==> src/rtl/seqchk_link_mem.sv <==
module seqchk_link_mem #(
  parameter int LINKS  = 128,
  parameter int SEQ_W  = 8,
  parameter int LINK_W = $clog2(LINKS)
) (
  input  logic              clk,
  input  logic              rst_n,
  input  logic              rd_en,
  input  logic [LINK_W-1:0] rd_link,
  input  logic              wr_en,
  input  logic [LINK_W-1:0] wr_link,
  input  logic [SEQ_W-1:0]  wr_seq,
  output logic [SEQ_W-1:0]  rd_prev,
  output logic              rd_seen
);
  logic [SEQ_W-1:0] prev_q [LINKS];
  logic [LINKS-1:0] seen_q, seen_d;
  logic [SEQ_W-1:0] rd_prev_q, rd_prev_d;
  logic             rd_seen_q, rd_seen_d;
  logic             fwd;

  // The link being written this cycle is the one being read: take the new value.
  assign fwd = wr_en && (wr_link == rd_link);

  always_comb begin
    seen_d = seen_q;
    if (wr_en) seen_d[wr_link] = 1'b1;
    rd_prev_d = fwd ? wr_seq : prev_q[rd_link];
    rd_seen_d = fwd ? 1'b1   : seen_q[rd_link];
  end

  always_ff @(posedge clk or negedge rst_n) begin
    if (!rst_n) begin
      seen_q    <= '0;
      rd_seen_q <= 1'b0;
    end else begin
      seen_q <= seen_d;
      if (rd_en) rd_seen_q <= rd_seen_d;
    end
  end

  always_ff @(posedge clk) begin
    if (wr_en) prev_q[wr_link] <= wr_seq;
    if (rd_en) rd_prev_q <= rd_prev_d;
  end

  assign rd_prev = rd_prev_q;
  assign rd_seen = rd_seen_q;


  bypass_fwd_chk: assert property (@(posedge clk) disable iff (!rst_n)
    (rd_en && wr_en && wr_link == rd_link) |=> (rd_seen && rd_prev == $past(wr_seq)));
endmodule

==> config.mk <==
export PLATFORM = sky130hd
export DESIGN_NAME = seqchk_link_mem
export DESIGN_NICKNAME = d
export VERILOG_FILES = /design/src/rtl/seqchk_link_mem.sv
export SDC_FILE = /design/constraint.sdc
export NUM_CORES = 1
export LEC_CHECK = 0
export BUFFER_PORTS_ARGS = -buffer_cell sky130_fd_sc_hd__buf_2
export CELL_PAD_IN_SITES_DETAIL_PLACEMENT = 0
export CELL_PAD_IN_SITES_GLOBAL_PLACEMENT = 1
export CORE_AREA = 2 2 306 308
export CTS_BUF_LIST = sky130_fd_sc_hd__clkbuf_2
export CTS_CLUSTER_DIAMETER = 120
export DETAILED_ROUTE_END_ITERATION = 6
export DIE_AREA = 0 0 308 310
export GPL_ROUTABILITY_DRIVEN = 0
export PLACE_DENSITY_LB_ADDON = 0.1
export SYNTH_ARGS = -nofsm -noshare
export SYNTH_HDL_FRONTEND = slang
export SYNTH_SLANG_ARGS = --single-unit
==> constraint.sdc <==
create_clock -name clk -period 3.8 [get_ports clk]
set_input_delay 0.57 -clock clk [delete_from_list [all_inputs] [get_ports clk]]
set_output_delay 0.57 -clock clk [all_outputs]
set_load 0.02 [all_outputs]
==> results.cfg <==
[floorplan]
core_mm2 = 0.0925
die_area_mm2 = 0.0955
initial_core_util = 0.494
die_w_um = 308
ios = 35
dieHeight_um = 310
rows = 112

[yosys]
syn_avg_cell_area_um2 = 20.1
ys_warn_count = 0
synthFlopType = edfxtp_1
synth_cells = 2269
ys_seq_area_frac = 0.749
syn_nets = 2295
synth-edff-count = 1032
ys_seq_elements = 1161
syn-cell-area_mm2 = 0.0457
synth.distinct_cells = 51
synthArstFlopShare = 0.111

[layout]
area_growth_pct = 12.1
layout_commonest_cell = edfxtp_1
final_cell_mix = 1032 x edfxtp_1, 448 x clkbuf_2, 231 x mux4_2
fin_util = 0.553
nNetsFinal = 2741
fin_cells = 4133
drive_above_1_share = 0.358

[setup_path]
crit_path_max_incr_delay_ns = 0.58
r2r-start = seen_q[54]$_DFFE_PN0P_
cp.required_ns = 5.16
critical_path_class = in2reg
r2r_setup_slack_ns = 1.01
end_kind = flip-flop
crit_path_max_fanout = 26
setup.worst_path.start_class = input port
worstPathCellList = dlygate4sd3_1 -> buf_8 -> buf_12 -> buf_4 -> mux4_2 -> mux4_2 -> nand3_1 -> dlygate4sd3_1 -> a311oi_1 -> dlygate4sd3_1
critPathBufInv = 6
crit_path_frequent_cell = dlygate4sd3_1
slowest_stage = dlygate4sd3_1
reg2reg_depth = 6
r2r-end = rd_seen$_DFFE_PN0P_
crit_arrival_ns = 4.41
path_delay_family = buffers and inverters

[global_routing]
overflow = 0
grt_pass1_vias = 25500
antenna_found_initial = 4
grt_pass1_wl_mm = 175
grt_usage = 0.260
grt_max_degree = 87

[timing]
hold_slack_ns = 0.206
setup_ws_ns = 0.751
tightest_slew_ns = 1.13
min_period_ns = 3.05
skew_ns = 0.128
relSlewSlack = 0.243
finalCritPeriodShare = 0.802
fmaxAchievable_mhz = 328
hold_violations = 0
finalSetupViolations = 0
tns_ns = 0
finalMaxSlewViolations = 0
rsz0062_at_grt = no

[route]
drc_errors = 0
drt_wl_total_mm = 121
wl_per_cell_um = 29.3
m1WireLength_mm = 52.3
first_pass_iters = 5
met2_length_mm = 56.6
vias = 24300
vias_per_cell = 5.89
drt_iter0_drc = 2292
antenna_left = 0
met3WireLength_mm = 9.73
top_layer_used = met5

[pwr]
leakagePower_uw = 0.0184
ir_drop_v = 0.000277
power_density_mw_per_mm2 = 473

[clock_network]
cts_setup_buffers = 0
cts_resized = 0
clock_sinks = 1161
clk_latency_ns = 1.48
clockBufferDepth = 4
cts_tree = built
cts_max_level = 5
numCtsBuffers = 310
cts-root-buf = clkbuf_2
path_clk_slew_ns = 0.11
cts_hold_buf = 37

[placement]
io_buffers = 34
place_inst = 3563
place_hpwl_mm = 76.2
dp_slack_ns = 0.358

[worst_hold_path]
holdPathStages = 4
min_path_type = in2reg
holdPathEnd = rd_prev[1]$_DFFE_PP_
worstHoldStart = rd_link[3]

[outcome]
status = finished, final reports clean

[flow_run]
max_cap_violations = 0
-- where the power goes --
group          internal, µW  switching, µW
Clock                  3270           4970
Sequential            14100            123
Combinational           700           1010
-- per-stage QoR --
step / cell area, µm² / power (µW)
6_report: 51200 / 24200
5_1_grt: 51200 / 25200
4_1_cts: 51200 / 24400
3_5_place_dp: 48200 / 16200
3_3_place_gp: 48200 / 16200
2_1_floorplan: 45700 / 15400
-- layer usage --
layer | up-vias | global-route usage
met4 | 2 | 0.0825
met5 | - | 0
met2 | 1030 | 0.399
met1 | 12800 | 0.366
met3 | 161 | 0.0689
li1 | 10300 | -
-- worst min-delay path, delay by kind of cell --
kind / cells / cell delay [ns]
compound gates: 2 / 0.31
buf+inv: 1 / 0.27
mux: 1 / 0.35
-- cell usage after synthesis (4+ instances only) --
master	number	area, µm²
mux2i_1	180	1800
a221oi_1	22	193
buf_4	16	120
a211oi_1	9	67.6
buf_2	33	165
buf_6	18	203
nand2_1	41	154
and2_1	6	37.5
inv_1	12	45.0
nor3_1	4	20.0
buf_12	8	160
nor2_1	140	526
mux4_2	231	5200
dfrtp_1	129	3230
a311oi_1	5	43.8
buf_1	8	30.0
nand4_1	11	68.8
nand3_1	35	175
edfxtp_1	1032	31000
o211ai_1	8	60.1
or2_2	128	801
mux4_1	13	342
a22oi_1	75	563
a21oi_1	18	90.1
nor2b_1	12	75.1
nand3b_1	4	30.0
xor2_1	4	35.0
clkbuf_1	33	124
-- cell type report --
class	instances	area, µm²
antenna	4	10.0
clock buffer	448	2240
clock inverter	81	368
fill	7299	41300
inverter	13	50.0
multi-input combinational	974	10500
sequential	1161	34200
tap	1197	1500
timing repair buffer	255	2230
-- state kept, by name (all words and copies together), names as in the netlist --
name and flops:
prev_q 1024, seen_q 128, rd_seen 1, rd_prev 8
-- worst max-delay path by stage --
stage | from | end | cells past startpoint
after global placement | rd_link[0] | rd_prev[2]$_DFFE_PP_ | 8
after global routing | rd_prev[1]$_DFFE_PP_ | rd_prev[1] | 1
after CTS | rd_prev[1]$_DFFE_PP_ | rd_prev[1] | 1
final | rd_link[0] | rd_seen$_DFFE_PN0P_ | 10
after detailed placement | rd_link[0] | rd_prev[6]$_DFFE_PP_ | 8
after floorplan | rd_link[0] | rd_prev[1]$_DFFE_PP_ | 6
-- logic make-up after synthesis --
group | count (synthesis) | synth area share
AOI/OAI and AO/OA | 151 | 0.0253
xor gates and xnor gates | 7 | 0.00134
buffers and inverters | 134 | 0.0197
DFF | 1161 | 0.749
muxes | 425 | 0.161
and+or+nand+nor | 391 | 0.0431
Power figures use the tool's default switching activity.
